==> config.mk <==
export PLATFORM = sky130hd
export DESIGN_NAME = serial_frame_rx
export DESIGN_NICKNAME = d
export VERILOG_FILES = /design/src/rtl/serial_frame_rx_pkg.sv /design/src/rtl/sfr_sync.sv /design/src/rtl/sfr_edge.sv /design/src/rtl/sfr_frame_ctrl.sv /design/src/rtl/serial_frame_rx.sv
export SDC_FILE = /design/constraint.sdc
export NUM_CORES = 1
export LEC_CHECK = 0
export CAP_MARGIN = 20
export CORE_AREA = 2 2 61 63
export CTS_CLUSTER_DIAMETER = 80
export DETAILED_ROUTE_END_ITERATION = 10
export DIE_AREA = 0 0 63 65
export DONT_BUFFER_PORTS = 1
export GPL_TIMING_DRIVEN = 1
export PLACE_DENSITY_LB_ADDON = 0.05
export SYNTH_ARGS = -nofsm -noshare
export SYNTH_HDL_FRONTEND = slang
export SYNTH_SLANG_ARGS = --single-unit
==> constraint.sdc <==
create_clock -name clk_i -period 2.3 [get_ports clk_i]
set_input_delay 0.345 -clock clk_i [delete_from_list [all_inputs] [get_ports clk_i]]
set_output_delay 0.345 -clock clk_i [all_outputs]
set_load 0.05 [all_outputs]
==> src/rtl/serial_frame_rx_pkg.sv <==
package serial_frame_rx_pkg;
  typedef struct packed {
    logic sclk_fall;
    logic frame_fall;
    logic frame_rise;
  } ser_evt_t;
endpackage

==> src/rtl/sfr_sync.sv <==
module sfr_sync #(
  parameter int unsigned W      = 3,
  parameter int unsigned STAGES = 2,
  parameter logic [W-1:0] RST_VAL = '0
) (
  input  logic         clk_i,
  input  logic         rst_ni,
  input  logic [W-1:0] d_i,
  output logic [W-1:0] q_o
);
  for (genvar b = 0; b < W; b++) begin : g_bit
    logic [STAGES-1:0] pipe_q;
    always_ff @(posedge clk_i or negedge rst_ni) begin
      if (!rst_ni) pipe_q <= {STAGES{RST_VAL[b]}};
      else         pipe_q <= {pipe_q[STAGES-2:0], d_i[b]};
    end
    assign q_o[b] = pipe_q[STAGES-1];
  end
endmodule

==> src/rtl/sfr_edge.sv <==
module sfr_edge
  import serial_frame_rx_pkg::*;
(
  input  logic     clk_i,
  input  logic     rst_ni,
  input  logic     sclk_s_i,
  input  logic     frame_s_i,
  output ser_evt_t evt_o
);
  logic sclk_d_q, frame_d_q;

  always_ff @(posedge clk_i or negedge rst_ni) begin
    if (!rst_ni) begin
      sclk_d_q  <= 1'b1;
      frame_d_q <= 1'b1;
    end else begin
      sclk_d_q  <= sclk_s_i;
      frame_d_q <= frame_s_i;
    end
  end

  assign evt_o.sclk_fall  = sclk_d_q & ~sclk_s_i;
  assign evt_o.frame_fall = frame_d_q & ~frame_s_i;
  assign evt_o.frame_rise = ~frame_d_q & frame_s_i;
endmodule

==> src/rtl/sfr_frame_ctrl.sv <==
module sfr_frame_ctrl
  import serial_frame_rx_pkg::*;
#(
  parameter int unsigned WORD_W = 16
) (
  input  logic              clk_i,
  input  logic              rst_ni,
  input  ser_evt_t          evt_i,
  input  logic              frame_low_i,
  input  logic              sdin_s_i,
  input  logic              chain_en_i,
  output logic [WORD_W-1:0] word_o,
  output logic              valid_o,
  output logic              sdo_bit_o
);
  localparam int unsigned CNT_W = $clog2(WORD_W + 1);
  localparam logic [CNT_W-1:0] FULL = CNT_W'(WORD_W);

  logic [WORD_W-1:0] shreg_q, word_q;
  logic [CNT_W-1:0]  cnt_q;
  logic              armed_q, valid_q;
  logic              take;

  assign take = evt_i.sclk_fall & frame_low_i & armed_q;

  always_ff @(posedge clk_i or negedge rst_ni) begin
    if (!rst_ni) begin
      shreg_q <= '0;
      word_q  <= '0;
      cnt_q   <= '0;
      armed_q <= 1'b1;
      valid_q <= 1'b0;
    end else begin
      valid_q <= 1'b0;
      if (evt_i.frame_fall) begin
        cnt_q <= '0;
      end else if (take) begin
        if (chain_en_i || cnt_q != FULL) shreg_q <= {shreg_q[WORD_W-2:0], sdin_s_i};
        if (cnt_q != FULL) cnt_q <= cnt_q + 1'b1;
      end
      // idle-state falling edge re-arms after a chained frame
      if (evt_i.sclk_fall && !frame_low_i) armed_q <= 1'b1;
      if (evt_i.frame_rise) begin
        if (armed_q && cnt_q == FULL) begin
          word_q  <= shreg_q;
          valid_q <= 1'b1;
        end
        if (chain_en_i) armed_q <= 1'b0;
      end
    end
  end

  assign word_o    = word_q;
  assign valid_o   = valid_q;
  assign sdo_bit_o = shreg_q[WORD_W-1];


  cnt_sat_chk: assert property (@(posedge clk_i) disable iff (!rst_ni)
    cnt_q <= FULL);

  valid_pulse_chk: assert property (@(posedge clk_i) disable iff (!rst_ni)
    valid_q |=> !valid_q);

  word_hold_chk: assert property (@(posedge clk_i) disable iff (!rst_ni)
    !valid_q |-> $stable(word_q));

  rearm_src_chk: assert property (@(posedge clk_i) disable iff (!rst_ni)
    $rose(armed_q) |-> $past(evt_i.sclk_fall && !frame_low_i));
endmodule

==> src/rtl/serial_frame_rx.sv <==
module serial_frame_rx
  import serial_frame_rx_pkg::*;
#(
  parameter int unsigned WORD_W      = 16,
  parameter int unsigned SYNC_STAGES = 2
) (
  input  logic              clk_i,
  input  logic              rst_ni,
  input  logic              sclk_i,
  input  logic              frame_n_i,
  input  logic              sdin_i,
  input  logic              chain_en_i,
  output logic              sdo_o,
  output logic              sdo_oe_o,
  output logic [WORD_W-1:0] word_o,
  output logic              word_valid_o
);
  logic [2:0] pins_s;
  ser_evt_t   evt;

  sfr_sync #(
    .W       (3),
    .STAGES  (SYNC_STAGES),
    .RST_VAL (3'b110)
  ) u_sync (
    .clk_i  (clk_i),
    .rst_ni (rst_ni),
    .d_i    ({sclk_i, frame_n_i, sdin_i}),
    .q_o    (pins_s)
  );

  sfr_edge u_edge (
    .clk_i     (clk_i),
    .rst_ni    (rst_ni),
    .sclk_s_i  (pins_s[2]),
    .frame_s_i (pins_s[1]),
    .evt_o     (evt)
  );

  sfr_frame_ctrl #(.WORD_W(WORD_W)) u_ctrl (
    .clk_i       (clk_i),
    .rst_ni      (rst_ni),
    .evt_i       (evt),
    .frame_low_i (~pins_s[1]),
    .sdin_s_i    (pins_s[0]),
    .chain_en_i  (chain_en_i),
    .word_o      (word_o),
    .valid_o     (word_valid_o),
    .sdo_bit_o   (sdo_o)
  );

  assign sdo_oe_o = chain_en_i & ~pins_s[1];


  commit_src_chk: assert property (@(posedge clk_i) disable iff (!rst_ni)
    word_valid_o |-> $past(evt.frame_rise));
endmodule

# Word level (Yosys, flattened, before mapping)
# Index checks and enable logic that the tools add are counted.
[totals]
regBits = 47
out_inout_bits = 19
[classes]
n_addsub = 1
n_eq_ne = 2
n_mux = 8
n_bitwise = 10
reduce_logical = 8
[op_table]
columns = ["op", "count"]
rows = [
  ["5-bit 2-to-1 mux", 3],
  ["1-bit AND", 6],
  ["5-bit by 1-bit adder with 5-bit output (second input constant)", 1],
  ["5-bit equality test (second input constant)", 1],
  ["1-bit 2-to-1 mux", 5],
  ["5-bit != test (second input constant)", 1],
  ["1-bit inverter", 4],
  ["2-bit AND reduction", 2],
  ["2-bit nonzero test", 2],
  ["3-bit AND reduction", 1],
  ["1-bit logical AND", 2],
  ["1-bit logical OR", 1],
]

# Depth between registers and ports, before layout
[logic_depth]
word_depth = 6
ltp_mapped = 7
ltp_nobuf = 5

# Hierarchy
# A second synthesis with hierarchy kept.
[unflattened]
hier_cells = 122
area_unflattened_um2 = 1880.6
[modules_own_cells]
columns = ["mod", "instances", "cells_each", "area_per_inst_um2", "seq_area_each_um2"]
rows = [
  ["sfr_frame_ctrl", 1, 106, 1619.1, 977.2],
  ["sfr_sync", 1, 9, 177.7, 155.1],
  ["sfr_edge", 1, 5, 73.8, 52.6],
  ["serial_frame_rx", 1, 2, 10.0, 0.0],
]

# Worst setup path after synthesis
# No wires, ideal clock.
[synth_timing]
path_type = "register to register"
from = "register u_ctrl.cnt_q[0]"
to = "register u_ctrl.shreg_q[10]"
setup_time_ns = 0.125
arrival_ns = 1.585
slack_ns = 0.590
stages_incl_launch_ff = 7
path_buffers = 1
cell_sequence = "dfrtp_1 > inv_1 > ha_1 > nand4bb_1 > o211ai_2 > buf_6 > mux2_2"
[synth_between]
elab_chain_cells = 3
[synth_rtl]
columns = ["element", "line_no", "rtl"]
rows = [
  ["start, declared", "sfr_frame_ctrl.sv:20", "logic [CNT_W-1:0] cnt_q;"],
  ["start signal, assigned", "sfr_frame_ctrl.sv:39", "if (cnt_q != FULL) cnt_q <= cnt_q + 1'b1;"],
  ["5-bit != test", "sfr_frame_ctrl.sv:38", "if (chain_en_i || cnt_q != FULL) shreg_q <= {shreg_q[WORD_W-2:0], sdin_s_i};"],
  ["1-bit logical OR", "sfr_frame_ctrl.sv:38", ""],
  ["3-bit AND reduction (no source line)", "-", ""],
  ["end signal, assigned", "sfr_frame_ctrl.sv:38", ""],
  ["end, declared", "sfr_frame_ctrl.sv:19", "logic [WORD_W-1:0] shreg_q, word_q;"],
]
# No other way between the ends.
# A chain may end at the register's enable or synchronous reset.

# Worst setup path in the final report
[layout_timing]
from = "register u_ctrl.cnt_q[0]"
to = "register u_ctrl.word_q[5] (netlist: u_ctrl.word_o[5])"
[layout_between]
elab_chain_cells = 3
[layout_rtl]
columns = ["element", "line_no", "rtl"]
rows = [
  ["5-bit equality test", "sfr_frame_ctrl.sv:44", "if (armed_q && cnt_q == FULL) begin"],
  ["1-bit logical AND", "sfr_frame_ctrl.sv:44", ""],
  ["2-bit AND reduction (no source line)", "-", ""],
  ["end signal, assigned", "sfr_frame_ctrl.sv:45", "word_q <= shreg_q;"],
  ["end, declared", "sfr_frame_ctrl.sv:19", ""],
]
# No other way between the ends.

==> results_tabular.tex <==
\begin{tabular}{lr}
\hline
Metric & Value \\
\hline
\multicolumn{2}{l}{\textbf{Detailed routing}} \\
Via total after detailed routing & $\sim$950 \\
Count of antenna-violating nets left after detailed routing & 0 \\
Post-DR vias/cell & around 5.3 \\
WL final & $\sim$2800 um \\
Detailed Route Iter0 Violations & 15 \\
Detailed-route wire length per cell & $\sim$16 um \\
DRC violations left & 0 \\
First-pass detailed-route iteration total & 4 \\
\multicolumn{2}{l}{\textbf{Logic synthesis}} \\
Portion of the post-synthesis area used by sequential elements & 63.8\% \\
Most used flip-flop cell after synthesis & dfrtp\_1 \\
Post-Syn Area & approximately 1900 um\^{}2 \\
Most frequent cells after synthesis & dfrtp\_1 (40), mux2\_2 (23), mux2\_4 (9) \\
Share of the synthesized area in the top cell type & about 54\% \\
FFs w/ async S/R, synth & 100\% \\
Average cell area after synthesis & 15.7 um\^{}2 \\
Synthesized netlist cell count & about 120 \\
Count of flip-flops with a built-in enable after synthesis & 0 \\
Cell type with the largest total area after synthesis & dfrtp\_1 \\
Number of unique standard cell types used by synthesis & 23 \\
Synth top area cells & dfrtp\_1 (54\%), mux2\_2 (14\%), dfstp\_2 (9.9\%) \\
Library cell with the highest instance count after synthesis & dfrtp\_1 \\
Total nets after synthesis & 126 \\
Total of warnings raised by yosys & 0 \\
FF+latch count, synth & between 40 and 50 \\
\multicolumn{2}{l}{\textbf{CTS}} \\
Num CTS Buffers & 5 \\
CTS HTree Levels & 2 \\
Clock tree buffer depth & 2 \\
Cts-stage hold buffer count & 5 \\
Worst skew pair latency & 0.35 ns \\
Total of cells resized after clock tree synthesis & 0 \\
Clock net sink count & 47 \\
TritonCTS clock tree & done \\
Clock Root Buffer & clkbuf\_4 \\
Number of setup buffers added after CTS & 0 \\
Register clock-pin slew on the reported worst setup and hold paths & roughly 0.12 ns \\
\multicolumn{2}{l}{\textbf{Setup path}} \\
Data required time at the worst endpoint & between 2 and 3 ns \\
Critical-path top delay cell & dfrtp\_1 \\
Worst Path Class, Setup & reg2reg \\
R2R Setup Slk & roughly 0.32 ns \\
Arrival time of data at the critical path endpoint & 2.22 ns \\
Cell breakdown of the critical path & inv\_1 -> ha\_1 -> and4bb\_1 -> and3\_1 -> buf\_4 -> mux2\_2 \\
Endpoint type of the worst setup path & flop \\
Maximum fanout count along the critical path & 6 \\
Startpoint kind of the worst setup timing path & flop \\
Max stage delay on crit path & 0.43 ns \\
\multicolumn{2}{l}{\textbf{STA}} \\
Slew at the pin with the worst max-slew slack & 0.491 ns \\
Share of the cycle needed by the critical path after routing & a little under nine tenths \\
Time the worst path needs with I/O delays and setup & 1.98 ns \\
Setup tns final & 0 ns \\
Setup repair after global routing missed its margin & false \\
Worst slew margin relative to its limit & approximately two thirds \\
Final-report hold violation count & 0 \\
Post-Route Skew & around 0.014 ns \\
Final Max Tran Viols & 0 \\
FMAX & between 500 and 600 MHz \\
Setup violation total in the final timing report & 0 \\
\multicolumn{2}{l}{\textbf{Cells and area}} \\
Layout cell share with drive strength beyond 1 & between 40\% and 50\% \\
Final non-filler cell total & 180 \\
Final net count & 139 \\
Filler cell count & 300 \\
Final standard cell area without fillers & 2040 um\^{}2 \\
Count of antenna diodes in the layout & 0 \\
Area growth from synthesis to final layout & 9.90\% \\
\multicolumn{2}{l}{\textbf{Global routing}} \\
Total overflow reported by the global router & 0 \\
Via count of the first global-routing pass & slightly below 1000 \\
Overall fraction of global-route tracks in use & about 16\% \\
Number of antenna violations at the first check in global routing & 0 \\
Global-route wire length before repair & roughly 4800 um \\
Maximum number of pins on one net before global-route repair & between 40 and 50 \\
\multicolumn{2}{l}{\textbf{Pwr}} \\
Total Power & approximately 1.4 mW \\
Pwr/cell area & approximately 680 nW/um\^{}2 \\
Maximum vdd ir drop & between 0.4 and 0.5 mV \\
Cell leakage power & between 0.9 and 1 nW \\
\multicolumn{2}{l}{\textbf{Floorplanning}} \\
Width of the die & about 63 um \\
Number of I/O pins & 25 \\
FP Rows & 22 \\
Starting density of the core & between 50\% and 60\% \\
Die footprint & $\sim$4000 um\^{}2 \\
Core Footprint & around 3500 um\^{}2 \\
Height of the die & approximately 65 um \\
\multicolumn{2}{l}{\textbf{Place}} \\
Gp weighted congestion & approximately 0.7 \\
Cell area reported after detailed placement & around 1900 um\^{}2 \\
Dpl cells & $\sim$170 \\
Final HPWL DP & approximately 1800 um \\
Number of buffer cells added on primary ports & 0 \\
\multicolumn{2}{l}{\textbf{Job}} \\
Max Cap Violations & 0 \\
\multicolumn{2}{l}{\textbf{Run status}} \\
Run status & finished, final reports clean \\
\multicolumn{2}{l}{\textbf{Worst hold path}} \\
Class of the tightest hold or removal check & in2reg \\
\hline
\end{tabular}
==> path summary, 6_finish.rpt <==
| check | startpoint | cells after the start | end |
|---|---|---|---|
| hold reg to reg | u_sync.g_bit[1].pipe_q[0]$_DFF_PN1_ | 0 | u_sync.g_bit[1].pipe_q[1]$_DFF_PN1_ |
| min in group asynchronous | rst_ni | 2 | u_ctrl.shreg_q[15]$_DFFE_PN0P_ |
| setup reg to reg | u_ctrl.cnt_q[0]$_DFFE_PN0P_ | 6 | u_ctrl.word_o[5]$_DFFE_PN0P_ |
| setup / recovery | u_ctrl.cnt_q[0]$_DFFE_PN0P_ | 6 | u_ctrl.word_o[5]$_DFFE_PN0P_ |
| max in group asynchronous | rst_ni | 2 | u_sync.g_bit[2].pipe_q[0]$_DFF_PN1_ |
| hold / removal | chain_en_i | 1 | u_ctrl.armed_q$_DFF_PN1_ |
==> logic make-up after synthesis <==
kind of cell	count (synthesis)	share of synthesized area [%]
adders and majority gates	2	1.35
buffers and inverters	8	3.30
muxes	32	21.2
DFF	47	63.8
AOI/OAI and AO/OA	13	4.04
and+or+nand+nor	16	6.33
==> flip-flops by register name, indices dropped and copies added, names as in the netlist <==
| signal | cells |
|---|---|
| u_ctrl.shreg_q | 16 |
| u_ctrl.word_o | 16 |
| u_sync.g_bit.pipe_q | 6 |
| u_ctrl.cnt_q | 5 |
| u_ctrl.armed_q | 1 |
| u_ctrl.valid_o | 1 |
| u_edge.frame_d_q | 1 |
| u_edge.sclk_d_q | 1 |
==> cell usage in the layout (no fill, tap or decap) <==
cell type	instances
nand4bb_1	2
or3_1	2
and3_1	1
buf_4	4
o21ai_0	5
a31oi_1	2
nor2b_1	1
clkbuf_8	2
nor2_1	1
clkbuf_1	1
and2b_2	1
or4_1	1
clkbuf_4	5
a21oi_1	5
nor4bb_1	1
mux2_2	23
and4bb_1	1
nor3b_1	1
dlygate4sd3_1	4
inv_1	5
nand3_1	4
dfstp_2	7
mux2_4	9
ha_1	2
o211ai_2	1
dfrtp_1	40
buf_16	1
==> through the flow <==
| stage | hold slack [ns] | worst slack (ns) | utilization [%] |
|---|---|---|---|
| 5_1_grt | 0.0239 | 0.183 | 58.4 |
| 4_1_cts | 0.0228 | 0.317 | 58.4 |
| 2_1_floorplan | 0.0494 | 0.590 | - |
| 6_report | 0.0483 | 0.322 | 58.4 |
| 3_5_place_dp | 0.0504 | 0.342 | 54.5 |
| 3_3_place_gp | 0.0503 | 0.425 | 54.5 |
==> layer usage <==
metal | track usage (%) | part of all wire (%) | up-vias | wire length [um]
met4 | 8.33 | 2.0 | 0 | 55
met2 | 25.4 | 50 | 22 | 1390
li1 | - | - | 442 | -
met1 | 18.7 | 43 | 482 | 1210
met5 | 0 | 0 | - | 0
met3 | 5.21 | 5.0 | 6 | 141
==> power by group <==
part,internal (mW),switching (mW),total (mW)
Clock,0.180,0.237,0.417
Sequential,0.868,0.0271,0.895
Combinational,0.0408,0.0397,0.0806
==> cell type report <==
| cell class | instances | area (um^2) | area share (%) |
|---|---|---|---|
| Sequential cell | 47 | 1180 | 58.0 |
| Multi-Input combinational cell | 63 | 612 | 30.0 |
| Timing Repair Buffer | 9 | 97.6 | 4.78 |
| Clock buffer | 8 | 68.8 | 3.37 |
| Tap cell | 48 | 60.1 | 2.94 |
| Inverter | 5 | 18.8 | 0.919 |
==> worst max-delay path, delay by kind of cell (launching register included) <==
kind / cells / cell delay (ns)
buffers and inverters: 2 / 0.31
muxes: 1 / 0.33
adders and majority gates: 1 / 0.16
and+or+nand+nor: 2 / 0.64
DFF: 1 / 0.43
Note: power is estimated with default switching activity, not from simulation.
